==> config.mk <==
export PLATFORM = sky130hd
export DESIGN_NAME = plru8_victim_sel
export DESIGN_NICKNAME = d
export VERILOG_FILES = /design/src/rtl/plru8_pkg.sv /design/src/rtl/plru8_tree_store.sv /design/src/rtl/plru8_tree_walk.sv /design/src/rtl/plru8_free_pick.sv /design/src/rtl/plru8_victim_sel.sv
export SDC_FILE = /design/constraint.sdc
export NUM_CORES = 1
export LEC_CHECK = 0
export CAP_MARGIN = 20
export CELL_PAD_IN_SITES_DETAIL_PLACEMENT = 0
export CELL_PAD_IN_SITES_GLOBAL_PLACEMENT = 1
export CORE_UTILIZATION = 40
export DETAILED_ROUTE_END_ITERATION = 10
export PLACE_DENSITY = 0.64
export SETUP_SLACK_MARGIN = 0.4
export SYNTH_ARGS = -nofsm -noshare
export SYNTH_HDL_FRONTEND = slang
export SYNTH_SLANG_ARGS = --single-unit
export TNS_END_PERCENT = 20
==> constraint.sdc <==
create_clock -name clk -period 4.6 [get_ports clk]
set_clock_uncertainty 0.2 [all_clocks]
set_input_delay 0.92 -clock clk [delete_from_list [all_inputs] [get_ports clk]]
set_output_delay 0.92 -clock clk [all_outputs]
set_load 0.005 [all_outputs]
==> src/rtl/plru8_pkg.sv <==
package plru8_pkg;
   localparam int WAYS   = 8;
   localparam int TREE_W = WAYS - 1;

   typedef logic [2:0]        way_t;
   typedef logic [TREE_W-1:0] tree_t;

   // Bits written by an access to way w: the root, the middle node of
   // its half, and the leaf of its pair.
   function automatic tree_t touch_mask(way_t w);
      tree_t m;
      m = '0;
      m[0] = 1'b1;
      m[w[2] ? 2 : 1] = 1'b1;
      m[3 + int'(w[2:1])] = 1'b1;
      return m;
   endfunction

   // Values written on those bits: each one points away from w.
   function automatic tree_t touch_value(way_t w);
      tree_t v;
      v = '0;
      v[0] = ~w[2];
      v[w[2] ? 2 : 1] = ~w[1];
      v[3 + int'(w[2:1])] = ~w[0];
      return v;
   endfunction
endpackage

==> src/rtl/plru8_tree_store.sv <==
module plru8_tree_store
   import plru8_pkg::*;
#(
   parameter int NUM_SETS = 128,
   localparam int SET_W   = (NUM_SETS > 1) ? $clog2(NUM_SETS) : 1
) (
   input  logic             clk,
   input  logic             rst,
   input  logic [SET_W-1:0] set_idx,
   input  logic             wr_en,
   input  way_t             wr_way,
   output tree_t            rd_tree
);
   tree_t tree_q [NUM_SETS];
   tree_t upd_mask, upd_val, next_tree;

   assign rd_tree   = tree_q[set_idx];
   assign upd_mask  = touch_mask(wr_way);
   assign upd_val   = touch_value(wr_way);
   assign next_tree = (rd_tree & ~upd_mask) | (upd_val & upd_mask);

   always_ff @(posedge clk) begin
      if (rst) begin
         for (int s = 0; s < NUM_SETS; s++) tree_q[s] <= '0;
      end else if (wr_en) begin
         tree_q[set_idx] <= next_tree;
      end
   end

   // reset leaves the addressed tree cleared
   p_reset_clear_r1: assert property (@(posedge clk) rst |=> (rd_tree == '0));

   // lower-half ways write their path bits
   p_touch_low_r6: assert property (@(posedge clk) disable iff (rst)
      (wr_en && !wr_way[2]) |=>
         (tree_q[$past(set_idx)][0] == 1'b1) &&
         (tree_q[$past(set_idx)][1] == !$past(wr_way[1])) &&
         (tree_q[$past(set_idx)][3 + int'($past(wr_way[1]))] == !$past(wr_way[0])));

   // upper-half ways write their path bits
   p_touch_high_r7: assert property (@(posedge clk) disable iff (rst)
      (wr_en && wr_way[2]) |=>
         (tree_q[$past(set_idx)][0] == 1'b0) &&
         (tree_q[$past(set_idx)][2] == !$past(wr_way[1])) &&
         (tree_q[$past(set_idx)][5 + int'($past(wr_way[1]))] == !$past(wr_way[0])));

   // bits off the accessed way's path keep their value
   p_keep_rest_r8: assert property (@(posedge clk) disable iff (rst)
      wr_en |=> ((tree_q[$past(set_idx)] & ~$past(upd_mask)) ==
                 ($past(rd_tree) & ~$past(upd_mask))));
endmodule

==> src/rtl/plru8_tree_walk.sv <==
module plru8_tree_walk
   import plru8_pkg::*;
(
   input  tree_t tree,
   output way_t  way
);
   logic half, mid, leaf;

   always_comb begin
      half = tree[0];
      mid  = half ? tree[2] : tree[1];
      leaf = tree[3 + int'({half, mid})];
      way  = {half, mid, leaf};
   end
endmodule

==> src/rtl/plru8_free_pick.sv <==
module plru8_free_pick
   import plru8_pkg::*;
(
   input  logic [WAYS-1:0] valid,
   output way_t            way,
   output logic            any_free
);
   logic [WAYS:0]   lower_full;
   logic [WAYS-1:0] first_free;

   assign lower_full[0] = 1'b1;

   genvar w;
   generate
      for (w = 0; w < WAYS; w++) begin : g_chain
         assign lower_full[w+1] = lower_full[w] & valid[w];
         assign first_free[w]   = lower_full[w] & ~valid[w];
      end
   endgenerate

   assign any_free = ~lower_full[WAYS];

   always_comb begin
      way = '0;
      for (int i = 0; i < WAYS; i++)
         if (first_free[i]) way = way | way_t'(i);
   end
endmodule

==> src/rtl/plru8_victim_sel.sv <==
module plru8_victim_sel
   import plru8_pkg::*;
#(
   parameter int NUM_SETS = 128,
   localparam int SET_W   = (NUM_SETS > 1) ? $clog2(NUM_SETS) : 1
) (
   input  logic             clk,
   input  logic             rst,
   input  logic [SET_W-1:0] set_idx,
   input  logic [7:0]       valid_mask,
   input  logic             acc_en,
   input  logic [2:0]       acc_way,
   input  logic             vic_req,
   output logic [2:0]       vic_way,
   output logic             vic_from_free
);
   generate
      if (NUM_SETS < 2) begin : g_bad_sets
         $error("plru8_victim_sel: NUM_SETS must be at least 2");
      end
   endgenerate

   tree_t cur_tree;
   way_t  tree_way, free_way;
   logic  has_free;

   plru8_tree_store #(.NUM_SETS(NUM_SETS)) u_store (
      .clk     (clk),
      .rst     (rst),
      .set_idx (set_idx),
      .wr_en   (acc_en),
      .wr_way  (acc_way),
      .rd_tree (cur_tree)
   );

   plru8_tree_walk u_walk (
      .tree (cur_tree),
      .way  (tree_way)
   );

   plru8_free_pick u_free (
      .valid    (valid_mask),
      .way      (free_way),
      .any_free (has_free)
   );

   always_comb begin
      vic_way       = '0;
      vic_from_free = 1'b0;
      if (vic_req) begin
         vic_from_free = has_free;
         vic_way       = has_free ? free_way : tree_way;
      end
   end

   // root bit selects the half
   p_root_half_r2: assert property (@(posedge clk) disable iff (rst)
      (vic_req && &valid_mask) |-> (vic_way[2] == cur_tree[0]));

   // upper half, middle bit set, leaf b6 decides
   p_leaf_b6_r3: assert property (@(posedge clk) disable iff (rst)
      (vic_req && &valid_mask && cur_tree[0] && cur_tree[2]) |->
         (vic_way == {2'b11, cur_tree[6]}));

   // lowest invalid way wins while any way is empty
   p_free_lowest_r4: assert property (@(posedge clk) disable iff (rst)
      (vic_req && !(&valid_mask)) |->
         (vic_from_free && !valid_mask[vic_way] &&
          ((valid_mask & ((8'd1 << vic_way) - 8'd1)) == ((8'd1 << vic_way) - 8'd1))));

   // a full set takes the tree
   p_full_tree_r5: assert property (@(posedge clk) disable iff (rst)
      (vic_req && &valid_mask) |-> !vic_from_free);

   // no query, quiet outputs
   p_idle_zero_r10: assert property (@(posedge clk) disable iff (rst)
      !vic_req |-> (vic_way == 3'd0 && !vic_from_free));
endmodule

==> impl_results.md <==
* Top cell type's share of synthesized area at 0.670
* YS warnings at 0
* Post-CTS Hold Fix Bufs at 0
* Max-slew violation count at 0
* Syn Area/Cell at 12.6 sq um
* Hold WS at approximately 1.1 ns
* Starting Density at 0.406
* Worst path slowest cell: nor3_4
* Sequential area share after synthesis at 0.670
* Final WS setup at -0.464 ns
* Total chip power at 19.8 mW
* Setup Slack @ Placement at -1.16 ns
* Worst-path clk slew at about 0.06 ns
* Max reg flops at ~900
* Final setup violation count at 3
* Critical path capture point type: primary output
* TNS Setup at -1.05 ns
* I/O Buffers at 25
* Pleak at 17.9 nW
* Post-synthesis net count at 3223
* Cell Pwr Density at 401 mW/mm^2
* Area grow syn2layout at 23.4%
* Root buf cell: clkbuf_16
* First-pass GRT wire length at between 200000 and 250000 um
* Worst r2r dst: u_store.tree_q[61][2]
* #FFs+latches synth at approximately 900
* Async SR Flop Fraction at 0
* Commonest register cell after synthesis: edfxtp_1
* Failing checks: negative setup slack
* R2R Setup Slk at slightly above 1 ns
* Commonest cells post-synth: nor2_1, edfxtp_1, nand2_1
* Placed insts at about 4800
* # nets final at between 3000 and 4000
* CP max stage delay at between 0.5 and 0.6 ns
* Routed wire length at around 150000 um
* Grt ovf at 0
* Tot GR Track Use at 0.297
* Row count at 115
* Core box area at roughly 0.099 sq mm
* Post-layout min period at 5.06 ns
* Top flop regs: u_store.tree_q x896
* Yosys cell types at 75
* Worst VDD drop at around 0.27 mV
* CTS Buf Count at 98
* CP Data Arrival Time at just under 4 ns
* RSZ-0062 raised after global routing: yes
* Reg2Reg Launch Point: u_store.tree_q[69][2]
* Period utilization at 1.10
* Post-synth EDFFs at roughly 900
* Post-Syn Instances at between 3000 and 4000
* Mapped Area at about 0.04 sq mm
* Worst-Margin Slew at 0.964 ns
* Fin util at 0.501
* Die Footprint at 0.102 sq mm
* Outcome: finished with violations
* Initial antenna violation count at 4
* Dpl hpwl at 107000 um
* Setup CP Type: primary input to primary output
* Filler Cells Inserted at 8507
* Most used cell, CP: buf_4
* Crit-path cells: buf_6 -> buf_6 -> buf_4 -> nor3_4 -> buf_12 -> buf_4 -> o2bb2ai_1 -> a221oi_2 -> a21oi_1 -> a21oi_2 -> buf_4 -> nand4_1 -> buf_4 -> buf_4 -> mux2i_2 -> buf_4 -> a211oi_1 -> buf_2
* Initial drt markers at 4117
* Worst hold start: rst
* Count leader, synth: nor2_1
* DIE HEIGHT at around 320 um
* Routability Congestion at 0.966
* CP max FO at 16
* Final instance area at roughly 0.050 sq mm
* Reg2reg path depth at 11
* Vias at 29600
* Hold path depth at 3
* Largest net degree at the start of global routing at 71
* Post-placement cell area at approximately 0.045 sq mm
* TritonCTS clock tree: yes
* Finished Layout Cells at around 5000
* Hold EP: u_store.tree_q[4][0]
* Worst-Skew Late Latency at about 0.7 ns
* # Max-Cap Violations at 0
* Worst endpoint required time at about 3.5 ns
* Min-delay worst type: primary input to flip-flop
* Area leader, netlist: edfxtp_1
* Io pins at 26
* Clock tree buffer depth at 3
* CTS HTree Levels at 3
* CTS sink cnt at about 900
* Die X at roughly 320 um
* Drt via density at 5.96
* Max transition margin at 0.357
* Most flops, register: u_store.tree_q
* Drt wl/cell at 30.6 um
* Crit path launch type: primary input
* Fmax at slightly below 200 MHz
* Layout cells sized above 1 at 0.239
* DRC violations left at 0
* Pre-antenna DRT Iters at 6
* Top post-synthesis cells by area: edfxtp_1, nor2_1, mux2i_1
* Final Hold Viols at 0
* Number of global-route vias before repair at between 20000 and 30000
* Detail Route Antenna Nets at 0
-- cell families (layout without fill, tap and decap cells) --
logic type               after synthesis  in the layout  synth area share
AND/OR/NAND/NOR                     1380           1380             0.145
buffers and inverters                257            744            0.0418
AO/OA/AOI/OAI                        490            490            0.0908
adder cells (fa/ha/maj)                5              5           0.00156
multiplexers                         168            168            0.0504
flip-flops                           896            896             0.670
other                                  0              2                 0
-- worst max path at each step --
stage / from / end / slack (ns) / cells after the start
after CTS: set_idx[2] / vic_way[0] / -0.41 / 15
after floorplan: set_idx[2] / vic_way[0] / 0.26 / 11
final: set_idx[0] / vic_way[1] / -0.46 / 18
after global placement: set_idx[3] / vic_way[0] / -1.24 / 16
after detailed placement: set_idx[3] / vic_way[0] / -1.16 / 16
after global routing: set_idx[2] / vic_way[0] / -0.52 / 17
-- cell usage in the layout (no fill, tap or decap), drive strengths merged, types with 22 or more instances in the layout --
cell type	n
mux2i	97
buf	542
nand3	22
clkinv	43
nand2b	147
o21ai	47
a221oi	60
a21oi	65
a22o	43
edfxtp	896
nor2	954
mux2	50
a22oi	125
nand2	177
clkbuf	110
-- repair_timing --
action                     CTS  global route
pin swaps                   28            13
setup endpoints to repair  154             3
buffers inserted            39             3
cloned                       3             0
resized for setup          137            22
-- worst max-delay path, delay by kind of cell --
kind | cells | cell delay, ns
AOI/OAI and AO/OA | 5 | 0.73
muxes | 1 | 0.08
and+or+nand+nor | 2 | 0.66
buffers and inverters | 10 | 1.55
-- layer usage --
layer,share of wire,GRT usage
met3,0.099,0.0724
met1,0.40,0.393
met2,0.46,0.463
met4,0.042,0.127
met5,0.00015,0
-- layout make-up --
class	count	area, sq um	area share
sequential	896	26900	0.543
multi-input combinational	2043	12300	0.247
timing repair buffer	561	5510	0.111
clock buffer	109	2560	0.0516
tap	1287	1610	0.0325
clock inverter	66	666	0.0134
inverter	8	36.3	0.000732
antenna	2	5.00	0.000101
-- where the power goes --
part | internal, mW | leakage (nW) | switching, mW | total [mW]
sequential | 9.26 | 9.16 | 0.128 | 9.39
combinational | 0.883 | 7.20 | 1.51 | 2.40
clock | 4.71 | 1.57 | 3.36 | 8.06
total | 14.9 | 17.9 | 5.00 | 19.8
Note: power is estimated with default switching activity, not from simulation.
